===== config.mk =====
export PLATFORM = sky130hd
export DESIGN_NAME = pirq_router
export DESIGN_NICKNAME = d
export VERILOG_FILES = /design/src/rtl/pirq_pkg.sv /design/src/rtl/pirq_route_regs.sv /design/src/rtl/pirq_level_map.sv /design/src/rtl/pirq_swizzle.sv /design/src/rtl/pirq_router.sv
export SDC_FILE = /design/constraint.sdc
export NUM_CORES = 1
export LEC_CHECK = 0
export ABC_AREA = 1
export BUFFER_PORTS_ARGS = -buffer_cell sky130_fd_sc_hd__buf_2
export CORE_ASPECT_RATIO = 0.7
export CORE_MARGIN = 4
export CORE_UTILIZATION = 55
export DETAILED_ROUTE_END_ITERATION = 7
export GPL_TIMING_DRIVEN = 0
export PLACE_DENSITY = 0.78
export SYNTH_ARGS = -nofsm -noshare
export SYNTH_HDL_FRONTEND = slang
export SYNTH_SLANG_ARGS = --single-unit
export TNS_END_PERCENT = 100

===== constraint.sdc =====
create_clock -name clk_i -period 1.6 [get_ports clk_i]
set_input_delay 0.32 -clock clk_i [delete_from_list [all_inputs] [get_ports clk_i]]
set_output_delay 0.32 -clock clk_i [all_outputs]
set_load 0.1 [all_outputs]

===== src/rtl/pirq_pkg.sv =====
package pirq_pkg;
  localparam int unsigned ROUTE_W = 8;
  typedef logic [ROUTE_W-1:0] route_t;
  localparam route_t ROUTE_RST = 8'h80;
endpackage


===== src/rtl/pirq_route_regs.sv =====
module pirq_route_regs
  import pirq_pkg::*;
#(
  parameter int unsigned NUM_PIRQ = 4,
  parameter int unsigned NUM_IRQ  = 16,
  localparam int unsigned IDX_W = $clog2(NUM_PIRQ),
  localparam int unsigned IRQ_W = $clog2(NUM_IRQ)
) (
  input  logic                               clk_i,
  input  logic                               rst_ni,
  input  logic                               we_i,
  input  logic [IDX_W-1:0]                   idx_i,
  input  route_t                             wdata_i,
  output route_t                             rdata_o,
  output logic [NUM_PIRQ-1:0][ROUTE_W-1:0]   route_o,
  output logic [NUM_PIRQ-1:0]                en_o,
  output logic [NUM_PIRQ-1:0][IRQ_W-1:0]     tgt_o,
  output logic [NUM_PIRQ-1:0]                en_d_o,
  output logic [NUM_PIRQ-1:0][IRQ_W-1:0]     tgt_d_o,
  input  logic [IDX_W-1:0]                   qry_pin_i,
  output logic                               qry_en_o,
  output logic [IRQ_W-1:0]                   qry_irq_o
);
  localparam route_t IRQ_LIM = route_t'(NUM_IRQ);

  route_t route_q [NUM_PIRQ];
  route_t route_d [NUM_PIRQ];

  for (genvar p = 0; p < NUM_PIRQ; p++) begin : g_byte
    assign route_d[p] = (we_i && idx_i == IDX_W'(p)) ? wdata_i : route_q[p];

    always_ff @(posedge clk_i or negedge rst_ni) begin
      if (!rst_ni) route_q[p] <= ROUTE_RST;
      else         route_q[p] <= route_d[p];
    end

    assign route_o[p] = route_q[p];
    assign en_o[p]    = route_q[p] < IRQ_LIM;
    assign tgt_o[p]   = route_q[p][IRQ_W-1:0];
    assign en_d_o[p]  = route_d[p] < IRQ_LIM;
    assign tgt_d_o[p] = route_d[p][IRQ_W-1:0];
  end

  assign rdata_o   = route_q[idx_i];
  assign qry_en_o  = en_o[qry_pin_i];
  assign qry_irq_o = qry_en_o ? tgt_o[qry_pin_i] : '0;
endmodule


===== src/rtl/pirq_level_map.sv =====
module pirq_level_map #(
  parameter int unsigned NUM_PIRQ = 4,
  parameter int unsigned NUM_IRQ  = 16,
  localparam int unsigned IRQ_W = $clog2(NUM_IRQ),
  localparam int unsigned MAP_W = NUM_PIRQ * NUM_IRQ
) (
  input  logic                           clk_i,
  input  logic                           rst_ni,
  input  logic [NUM_PIRQ-1:0]            pirq_i,
  input  logic                           rebuild_i,
  input  logic [NUM_PIRQ-1:0]            en_i,
  input  logic [NUM_PIRQ-1:0][IRQ_W-1:0] tgt_i,
  input  logic [NUM_PIRQ-1:0]            en_d_i,
  input  logic [NUM_PIRQ-1:0][IRQ_W-1:0] tgt_d_i,
  output logic [NUM_IRQ-1:0]             irq_o
);
  logic [MAP_W-1:0]    map_q, map_d;
  logic [NUM_PIRQ-1:0] lvl_q;
  logic [NUM_IRQ-1:0]  irq_q, irq_d;

  for (genvar t = 0; t < NUM_IRQ; t++) begin : g_tgt
    for (genvar p = 0; p < NUM_PIRQ; p++) begin : g_line
      localparam int unsigned B = t * NUM_PIRQ + p;
      logic hit_new, hit_cur, moved;
      assign hit_new = en_d_i[p] && (tgt_d_i[p] == IRQ_W'(t));
      assign hit_cur = en_i[p] && (tgt_i[p] == IRQ_W'(t));
      assign moved   = pirq_i[p] != lvl_q[p];
      // rebuild wins over the incremental update
      assign map_d[B] = rebuild_i       ? (pirq_i[p] && hit_new) :
                        (moved && hit_cur) ? pirq_i[p] : map_q[B];
    end
    assign irq_d[t] = |map_d[t*NUM_PIRQ +: NUM_PIRQ];
  end

  always_ff @(posedge clk_i or negedge rst_ni) begin
    if (!rst_ni) begin
      map_q <= '0;
      lvl_q <= '0;
      irq_q <= '0;
    end else begin
      map_q <= map_d;
      lvl_q <= pirq_i;
      irq_q <= irq_d;
    end
  end

  assign irq_o = irq_q;
endmodule


===== src/rtl/pirq_swizzle.sv =====
module pirq_swizzle #(
  parameter int unsigned NUM_PIRQ = 4,
  localparam int unsigned PIN_W = $clog2(NUM_PIRQ)
) (
  input  logic [7:0]       devfn_i,
  input  logic [PIN_W-1:0] pin_i,
  output logic [PIN_W-1:0] pirq_o
);
  logic [4:0] dev;
  assign dev    = devfn_i[7:3];
  assign pirq_o = pin_i + dev[PIN_W-1:0] - PIN_W'(1);
endmodule


===== src/rtl/pirq_router.sv =====
module pirq_router
  import pirq_pkg::*;
#(
  parameter int unsigned NUM_PIRQ = 4,
  parameter int unsigned NUM_IRQ  = 16,
  localparam int unsigned IDX_W = $clog2(NUM_PIRQ),
  localparam int unsigned IRQ_W = $clog2(NUM_IRQ)
) (
  input  logic                clk_i,
  input  logic                rst_ni,
  input  logic [NUM_PIRQ-1:0] pirq_i,
  input  logic                reg_we_i,
  input  logic [IDX_W-1:0]    reg_idx_i,
  input  logic [7:0]          reg_wdata_i,
  output logic [7:0]          reg_rdata_o,
  output logic [NUM_IRQ-1:0]  irq_o,
  input  logic [7:0]          swz_devfn_i,
  input  logic [IDX_W-1:0]    swz_pin_i,
  output logic [IDX_W-1:0]    swz_pirq_o,
  input  logic [IDX_W-1:0]    qry_pin_i,
  output logic                qry_en_o,
  output logic [IRQ_W-1:0]    qry_irq_o
);
  logic [NUM_PIRQ-1:0][ROUTE_W-1:0] route_q;
  logic [NUM_PIRQ-1:0]              en, en_d;
  logic [NUM_PIRQ-1:0][IRQ_W-1:0]   tgt, tgt_d;

  pirq_route_regs #(.NUM_PIRQ(NUM_PIRQ), .NUM_IRQ(NUM_IRQ)) u_regs (
    .clk_i     (clk_i),
    .rst_ni    (rst_ni),
    .we_i      (reg_we_i),
    .idx_i     (reg_idx_i),
    .wdata_i   (reg_wdata_i),
    .rdata_o   (reg_rdata_o),
    .route_o   (route_q),
    .en_o      (en),
    .tgt_o     (tgt),
    .en_d_o    (en_d),
    .tgt_d_o   (tgt_d),
    .qry_pin_i (qry_pin_i),
    .qry_en_o  (qry_en_o),
    .qry_irq_o (qry_irq_o)
  );

  pirq_level_map #(.NUM_PIRQ(NUM_PIRQ), .NUM_IRQ(NUM_IRQ)) u_map (
    .clk_i     (clk_i),
    .rst_ni    (rst_ni),
    .pirq_i    (pirq_i),
    .rebuild_i (reg_we_i),
    .en_i      (en),
    .tgt_i     (tgt),
    .en_d_i    (en_d),
    .tgt_d_i   (tgt_d),
    .irq_o     (irq_o)
  );

  pirq_swizzle #(.NUM_PIRQ(NUM_PIRQ)) u_swz (
    .devfn_i (swz_devfn_i),
    .pin_i   (swz_pin_i),
    .pirq_o  (swz_pirq_o)
  );
endmodule


Word-level counts from Yosys, hierarchy flattened --
Index checks and enable logic that the tools add are counted.
Cells by class: equality and inequality tests 127, reductions and logical operators 285, bitwise logic cells 1, add/sub/neg operators 2, magnitude comparators 10, multiplexer cells 140
Operator list (number):
- 1-bit logical AND | 260
- 4-bit equality test (second input constant) | 64
- 1-bit 2-to-1 mux | 129
- 4-bit by 3-bit equality test with 1-bit output (second input constant) | 32
- 4-bit by 2-bit equality test with 1-bit output (second input constant) | 16
- 8-bit by 5-bit less-than comparator with 1-bit output (second input constant) | 8
- 4-bit OR reduction | 16
- 8-bit 2-to-1 mux | 6
- 4-bit by 1-bit equality test with 1-bit output (second input constant) | 8
- 4-bit zero test | 8
- 8-bit binary-select mux with 2-bit select | 1
- 4-bit binary-select mux with 2-bit select | 1
- 4-bit 2-to-1 mux | 2
- 2-bit equality test (second input constant) | 2
- 1-bit inequality test | 4
- 3-bit >= comparator (second input constant) | 1
- 2-bit by 3-bit less-than comparator with 1-bit output (second input constant) | 1
- 2-bit NOT with 3-bit output | 1
- 2-bit adder | 1
- 1-bit binary-select mux with 2-bit select | 1
- 2-bit by 1-bit equality test with 1-bit output (second input constant) | 1
- 2-bit zero test | 1
- 2-bit by 1-bit subtractor with 2-bit output (second input constant) | 1
Word-level totals: word-level logic and storage cells 572, flip-flop bits (word level) 116, output and inout bits 31, bits of input ports 29

Logic depth before layout (Yosys ltp) --
Gate-level depths: netlist of run 1.
depth after elaboration 8, gate-level depth with buffers 13, gate-level depth less buffers 10

Modules after synthesis --
Synthesis of run 1 repeated with hierarchy kept, for this count alone.
Unflattened totals: cells, all modules 1085, area, all modules 7556.0 um^2
By module, submodules not included:
- pirq_level_map | cells an instance 774, area an instance 5370.2 um^2, sequential area each 2102.0 um^2, times used 1
- pirq_route_regs | cells an instance 298, area an instance 2127.0 um^2, sequential area each 805.8 um^2, times used 1
- pirq_swizzle | cells an instance 13, area an instance 58.8 um^2, sequential area each 0.0 um^2, times used 1

Worst setup path before layout of run 1 --
Ideal clock, no wire load.
path kind reg2out, start point register u_regs.route_q (netlist bit u_regs.route_o[30]), end point output qry_irq_o[0], cell stages (with the launch flop) 9, required time 1280 ps, buffers on the path 0, data arrival time 3105 ps, setup slack -1825 ps, cells stage by stage dfrtp_1 -> nor2_1 -> nand3_1 -> o21ai_0 -> inv_1 -> o21ai_0 -> and2_1 -> inv_1 -> nor2_1
Between the ends: word-level cells in the longest chain between the ends 4
RTL lines:
- start, declared | line pirq_route_regs.sv:26 | route_t route_q [NUM_PIRQ];
- start signal, assigned by index | line pirq_route_regs.sv:34 | else route_q[p] <= route_d[p];
- 8-bit by 5-bit less-than comparator with 1-bit output | line pirq_route_regs.sv:38 | assign en_o[p] = route_q[p] < IRQ_LIM;
- 1-bit binary-select mux with 2-bit select | line pirq_route_regs.sv:45 | assign qry_en_o = en_o[qry_pin_i];
- 1-bit 2-to-1 mux (not written as such) | line pirq_route_regs.sv:45
- net qry_en_o | line pirq_router.sv:21 | output logic qry_en_o,
- 4-bit 2-to-1 mux | line pirq_route_regs.sv:46 | assign qry_irq_o = qry_en_o ? tgt_o[qry_pin_i] : '0;
- end, declared | line pirq_router.sv:22 | output logic [IRQ_W-1:0] qry_irq_o
The timed path passes the listed nets, and every way through them passes these cells. The select of a mux whose other input is x is not followed.

Worst setup path after layout of run 1 --
start point register u_regs.route_q (netlist bit u_regs.route_o[30]), end point output qry_irq_o[3]
Between the ends: word-level cells in the longest chain between the ends 4
RTL lines (line):
- 8-bit by 5-bit less-than comparator with 1-bit output | pirq_route_regs.sv:38
- 1-bit binary-select mux with 2-bit select | pirq_route_regs.sv:45
- 1-bit 2-to-1 mux (not written as such) | pirq_route_regs.sv:45
- 4-bit 2-to-1 mux | pirq_route_regs.sv:46
No other way between the ends. The select of a mux whose other input is x is not followed.

==> summary.md, run 1 <==
| Metric | Value |
|---|---|
| Outcome | complete, but fails checks |
| Failing checks | setup timing |
| First-pass DRT Iterations | 7 |
| Share of layout cells above drive strength 1 | 0.311 |
| Final Cycle Share | 1.48 |
| Slew Viols, Final | 0 |
| Clk sinks | ~120 |
| Layout net count | about 1200 |
| Post-Syn Area | between 6000 and 7000 um^2 |
| Clock Path Buffers | 2 |
| Post-Route WL | between 20 and 25 mm |
| Core area | approximately 12000 um^2 |
| Syn_area_per_cell | ~6.8 um^2 |
| Hold_sp | pirq_i[1] |
| Reg clk slew, reported paths | 0.06 ns |
| Via density | around 6 |
| Hold Path End | u_map.lvl_q[1] |
| Type of origin of the critical path | flip-flop |
| Max-cap viol count | 0 |
| Hpwl dp | between 15 and 20 mm |
| Crit-path max cell delay | around 0.42 ns |
| Die H | 102 um |
| R2R Path End | u_map.irq_o[11] |
| Pre-CTS setup slack | -0.672 ns |
| Peak VDD IR | 0.879 mV |
| Initial antenna violation count | 0 |
| Port buffer count | approximately 50 |
| Slowest stage cell, crit path | dfrtp_1 |
| Pin count of the biggest net entering global routing | 79 |
| Yosys cell types | 29 |
| FF-to-FF setup slack | -0.18 ns |
| GRT Total Usage | 0.323 |
| Setup crit end kind | primary output |
| RSZ-0062 raised after global routing | true |
| Fin util | 0.771 |
| R2R cell count | 12 |
| Antenna Violating Nets Remaining | 0 |
| CP max FO | 4 |
| Row cnt | 34 |
| Worst clock skew | ~0.0076 ns |
| Fmax achieved | about 420 MHz |
| Overflow after GRT | 0 |
| Routability cong. | between 0.9 and 1 |
| Kind of critical path | flip-flop to primary output |
| Worst slew margin | 0.662 |
| # DRC | 0 |
| Starting Density | 0.561 |
| I/O pin count | 60 |
| Setup TNS | -7.75 ns |
| Leak | approximately 0.0048 uW |
| Final hold slack | 0.0823 ns |
| PwrDens | 971 nW/um^2 |
| Syn_nets | between 1000 and 1500 |
| #FFs+latches synth | roughly 120 |
| H-tree depth | 4 |
| Type of the worst min-delay path | input port to flip-flop |
| Cell count after synthesis | about 1000 |
| Crit-path cells | nor2_4, nand3_4, o21ai_1, inv_1, o21ai_1, and2_4, clkinvlp_4, nor2_4, buf_12 |
| Worst-Margin Slew | 0.507 ns |
| Worst EP required | 1.28 ns |
| Area Growth Syn to Fin | 37.4% |
| Yosys warnings | 0 |
| Final Hold Vio Count | 0 |
| CTS buffer count | 17 |
| First-pass GRT wire length | ~36 mm |
| RR Startpoint | u_regs.route_o[30] |
| Crit path max-delay family | simple AND/OR/NAND/NOR gates |
| Tmin final | approximately 2.4 ns |
| WL/cell | roughly 19 um |
| Hold path depth | 1 |
| # setup viols final | 40 |
| Antenna diodes | 0 |
| Die Area | approximately 15000 um^2 |
| Setup ws final | -0.770 ns |
| Sequential fraction of the synthesis area | 0.417 |
| CTS tree | built |
| Die W | 143 um |
| Crit path buf inv count | 3 |
| DR iter-0 viols | approximately 1000 |
| CTS root buf | clkbuf_16 |
| Critical Path AT | roughly 2 ns |
| Skew-Pair Late Insertion Delay | between 0.4 and 0.5 ns |
| Detailed-route via count | 7687 |
| Number of global-route vias before repair | a little under 7000 |
-- synthesized netlist by cell type, drive strengths merged --
library cell    n  area share
xnor2           6      0.0075
nor2          109       0.068
o211ai          1      0.0011
and2            1     0.00090
and2b           1      0.0011
o21ai          25       0.023
nand2         330        0.18
dfrtp         112        0.40
o221ai          8       0.010
nand4           7      0.0063
dfstp           4       0.015
inv           152       0.082
ha              1      0.0018
buf            15       0.022
a21oi           8      0.0057
a22oi           8      0.0086
nand3         218        0.16
clkbuf         13      0.0070
-- cells in the final DEF, fill, tap and decap left out, types with 6 or more instances in the layout --
master	instances
nand2_4	6
nor2_2	21
o221ai_4	6
o21ai_0	11
inv_1	131
clkinv_2	6
nand2_2	40
buf_12	12
nor2_4	57
nand3_4	6
buf_4	26
a22oi_2	8
nand2_1	284
dfrtp_2	6
o21ai_1	9
buf_2	36
dfrtp_1	106
clkbuf_16	17
clkbuf_2	8
buf_6	31
clkbuf_1	8
nor2_1	31
nand3_2	23
inv_2	16
nand3_1	189
nand4_1	7
a21oi_1	8
-- worst reg2reg max path, cell delays in order, from the launching register on --
cell and delay [ns]:
dfrtp_1 0.42, buf_4 0.15, buf_4 0.13, inv_4 0.06
nand2_1 0.06, nand2_2 0.08, nand2_2 0.06, nor2_4 0.22
buf_6 0.20, nand3_2 0.08, nand2_2 0.12, nor2_1 0.06
nand2_1 0.07
-- repair_timing --
item	CTS	global route
pin swaps	20	55
setup buffers	13	27
hold buffers	1	0
endpoints found under the setup margin	90	86
hold endpoints to repair	36	0
gates resized for setup	137	164
cloned	0	1
-- logic make-up (layout without fill, tap and decap cells) --
family          Yosys count  count (layout)  synth area share
flops                   116             116             0.417
fa+ha+maj                 1               1           0.00179
xor+xnor                  6               6           0.00754
simple gates            666             666             0.414
compound gates           50              50            0.0483
buf+inv                 180             304             0.111
-- power breakdown --
part / total [uW] / leakage, uW / switching [uW] / internal, uW
logic: 2440 / 0.00300 / 1730 / 707
registers: 3270 / 0.00152 / 171 / 3100
clock network: 3590 / 0.000265 / 1400 / 2190
-- stage by stage --
step | std cells | instance area (um^2) | total power, uW
3_5_place_dp | 1233 | 7670 | 5100
4_1_cts | 1279 | 8800 | 8930
6_report | 1305 | 9580 | 9300
2_1_floorplan | 1019 | 7180 | 4620
5_1_grt | 1305 | 9580 | 9560
3_3_place_gp | 1232 | 7630 | 5050
-- worst max-delay path by stage --
stage / slack, ns / from / cells past startpoint / to
after floorplan: -0.66 / u_regs.route_o[31] / 8 / qry_irq_o[0]
after global placement: -1.21 / rst_ni / 1 / u_map.map_q[17]
after detailed placement: -0.67 / reg_we_i / 9 / u_map.irq_o[14]
after CTS: -0.71 / u_regs.route_o[6] / 7 / qry_irq_o[0]
after global routing: -0.84 / u_regs.route_o[30] / 9 / qry_irq_o[3]
final: -0.77 / u_regs.route_o[30] / 9 / qry_irq_o[3]
-- flip-flops by register name, summed over array words and instances, names as in the netlist --
register / count
u_map.irq_o: 16
u_map.lvl_q: 4
u_regs.route_o: 32
u_map.map_q: 64
-- final cells by class --
type                            count  area [um^2]
Fill cell                         853         2840
Tap cell                          162          203
Timing Repair Buffer               92          832
Buffer                             28          229
Clock inverter                     10         82.6
Inverter                          152          589
Multi-Input combinational cell    723         4260
Clock buffer                       22          464
Sequential cell                   116         2920
-- metal layers --
metal | track usage | vias to the layer above | share of wire
met3 | 0.0861 | 87 | 0.11
met4 | 0.122 | 0 | 0.034
li1 | - | 3463 | -
met1 | 0.451 | 3615 | 0.40
met2 | 0.487 | 522 | 0.45
met5 | 0 | - | 0
(Power assumes the default switching activity.)
==> run 2: changes to the inputs <==
--- a/config.mk
+++ b/config.mk
@@ -13,6 +13,7 @@
 export DETAILED_ROUTE_END_ITERATION = 7
 export GPL_TIMING_DRIVEN = 0
 export PLACE_DENSITY = 0.78
+export REMOVE_ABC_BUFFERS = 1
 export SYNTH_ARGS = -nofsm -noshare
 export SYNTH_HDL_FRONTEND = slang
 export SYNTH_SLANG_ARGS = --single-unit
==> summary.md, run 2 (synthesis gave the netlist of run 1 again) <==
| Metric | Value |
|---|---|
| Outcome | complete, but fails checks |
| Failing checks | setup timing |
| Worst-Margin Slew | approximately 0.72 ns |
| Pin count of the biggest net entering global routing | between 90 and 100 |
| Worst slew margin | 0.517 |
| Initial antenna violation count | 0 |
| Metal1 wirelength | between 9 and 10 mm |
| Setup crit end kind | primary output |
| Crit-path cells | nor2_1, nand3_2, o21ai_2, inv_1, o21ai_1, and2_4, inv_6, nor2_4, buf_12 |
| Placed cells | around 1200 |
| R2R cell count | 11 |
| # setup viols final | between 40 and 50 |
| H-tree depth | 4 |
| Final Power | between 9000 and 10000 uW |
| Setup ws final | -0.592 ns |
| Layout Cells excl Fill | approximately 1300 |
| Die Area | 14600 um^2 |
| Leak | about 0.0047 uW |
| Type of the worst min-delay path | input port to flip-flop |
| CTS tree | built |
| Clk sinks | about 120 |
| Die H | between 100 and 150 um |
| Critical Path AT | between 1.5 and 2 ns |
| Slew Viols, Final | 0 |
| PwrDens | 1020 nW/um^2 |
| Slowest stage cell, crit path | dfrtp_1 |
| DR iter-0 viols | 857 |
| Skew-Pair Late Insertion Delay | roughly 0.42 ns |
| Max-cap viol count | 0 |
| Final Cycle Share | 1.37 |
| I/O pin count | 60 |
| GRT Total Usage | 0.300 |
| Peak VDD IR | 0.864 mV |
| Number of global-route vias before repair | between 6000 and 7000 |
| Tmin final | approximately 2.2 ns |
| Crit-path max cell delay | slightly below 0.4 ns |
| Starting Density | 0.561 |
| Via density | 5.69 |
| Antenna diodes | 0 |
| Type of origin of the critical path | flip-flop |
| Final hold slack | roughly 0.086 ns |
| Layout net count | about 1100 |
| Most flops, register | u_map.map_q |
| Routability cong. | ~0.99 |
| Met3 wire length | 2.14 mm |
| # DRC | 0 |
| Top Layer Used | met4 |
| WL/cell | between 15 and 20 um |
| Hpwl dp | between 10 and 15 mm |
| CP max FO | 4 |
| Worst clock skew | between 0.007 and 0.008 ns |
| Overflow after GRT | 0 |
| Row cnt | 34 |
| CTS buffer count | 17 |
| Die W | 143 um |
| Clock Path Buffers | 2 |
| First-pass DRT Iterations | 7 |
| Max reg flops | 64 |
| Port buffer count | 53 |
| First-pass GRT wire length | approximately 34 mm |
| Pre-CTS setup slack | -1.27 ns |
| Detailed-route via count | between 7000 and 8000 |
| Post-Route WL | ~23 mm |
| Core area | about 12000 um^2 |
| Reg clk slew, reported paths | 0.06 ns |
| Final Hold Vio Count | 0 |
| Antenna Violating Nets Remaining | 0 |
| Hold path depth | 1 |
| Most frequent cells in the layout | nand2_1 (291), nand3_1 (185), inv_1 (139) |
| Area Growth Syn to Fin | 34.2% |
| Worst EP required | 1.28 ns |
| RSZ-0062 raised after global routing | true |
| Fmax achieved | about 460 MHz |
| Setup TNS | -7.79 ns |
| CTS root buf | clkbuf_16 |
| Share of layout cells above drive strength 1 | 0.293 |
| Most common cell after layout, fill and taps aside | nand2_1 |
| Met2 wire length | 10.2 mm |
| Kind of critical path | flip-flop to primary output |
run 2: repair_timing:
item,CTS,global route
hold buffers,1,0
resized for setup,194,87
hold endpoints to repair,22,0
pin swaps,32,52
setup endpoints to repair,95,53
buffers inserted,26,22
cloned,0,0
run 2: path summary, 6_finish.rpt:
check	end	slack [ns]	from
max	qry_irq_o[3]	-0.59	u_regs.route_o[30]
min	u_map.lvl_q[3]	0.09	pirq_i[3]
max reg2reg	u_map.irq_o[10]	-0.27	u_regs.route_o[30]
min reg2reg	u_map.map_q[13]	0.58	u_map.map_q[13]
max in group asynchronous	u_regs.route_o[10]	0.50	rst_ni
min in group asynchronous	u_regs.route_o[28]	0.32	rst_ni
run 2: worst max-delay path: cells and delay by family, from the launching register on:
family | cells | cell delay [ns]
and+or+nand+nor | 4 | 0.56
DFF | 1 | 0.39
buffers and inverters | 3 | 0.29
AOI/OAI and AO/OA | 2 | 0.21
run 2: layout make-up:
class | instances | area [um^2]
Tap cell | 162 | 203
Sequential cell | 116 | 2920
Clock inverter | 13 | 170
Fill cell | 862 | 3070
Clock buffer | 19 | 453
Timing Repair Buffer | 103 | 953
Multi-Input combinational cell | 723 | 4070
Inverter | 152 | 586
run 2: metrics by stage:
step                utilization  instance area (um^2)
floorplan                     -                  6770
global placement          0.582                  7230
detailed placement        0.585                  7270
CTS                       0.707                  8790
finish                    0.753                  9350
global route              0.753                  9350
run 2: metal layers:
layer	global-route usage	up-vias
met5	0	-
met4	0.112	0
met3	0.0875	63
met2	0.448	404
met1	0.417	3447
li1	-	3416
run 2: power by group:
| group | internal, uW | switching, uW | leakage, uW |
|---|---|---|---|
| combinational | 596 | 1610 | 0.00292 |
| sequential | 3100 | 161 | 0.00152 |
| clock | 2550 | 1470 | 0.000297 |
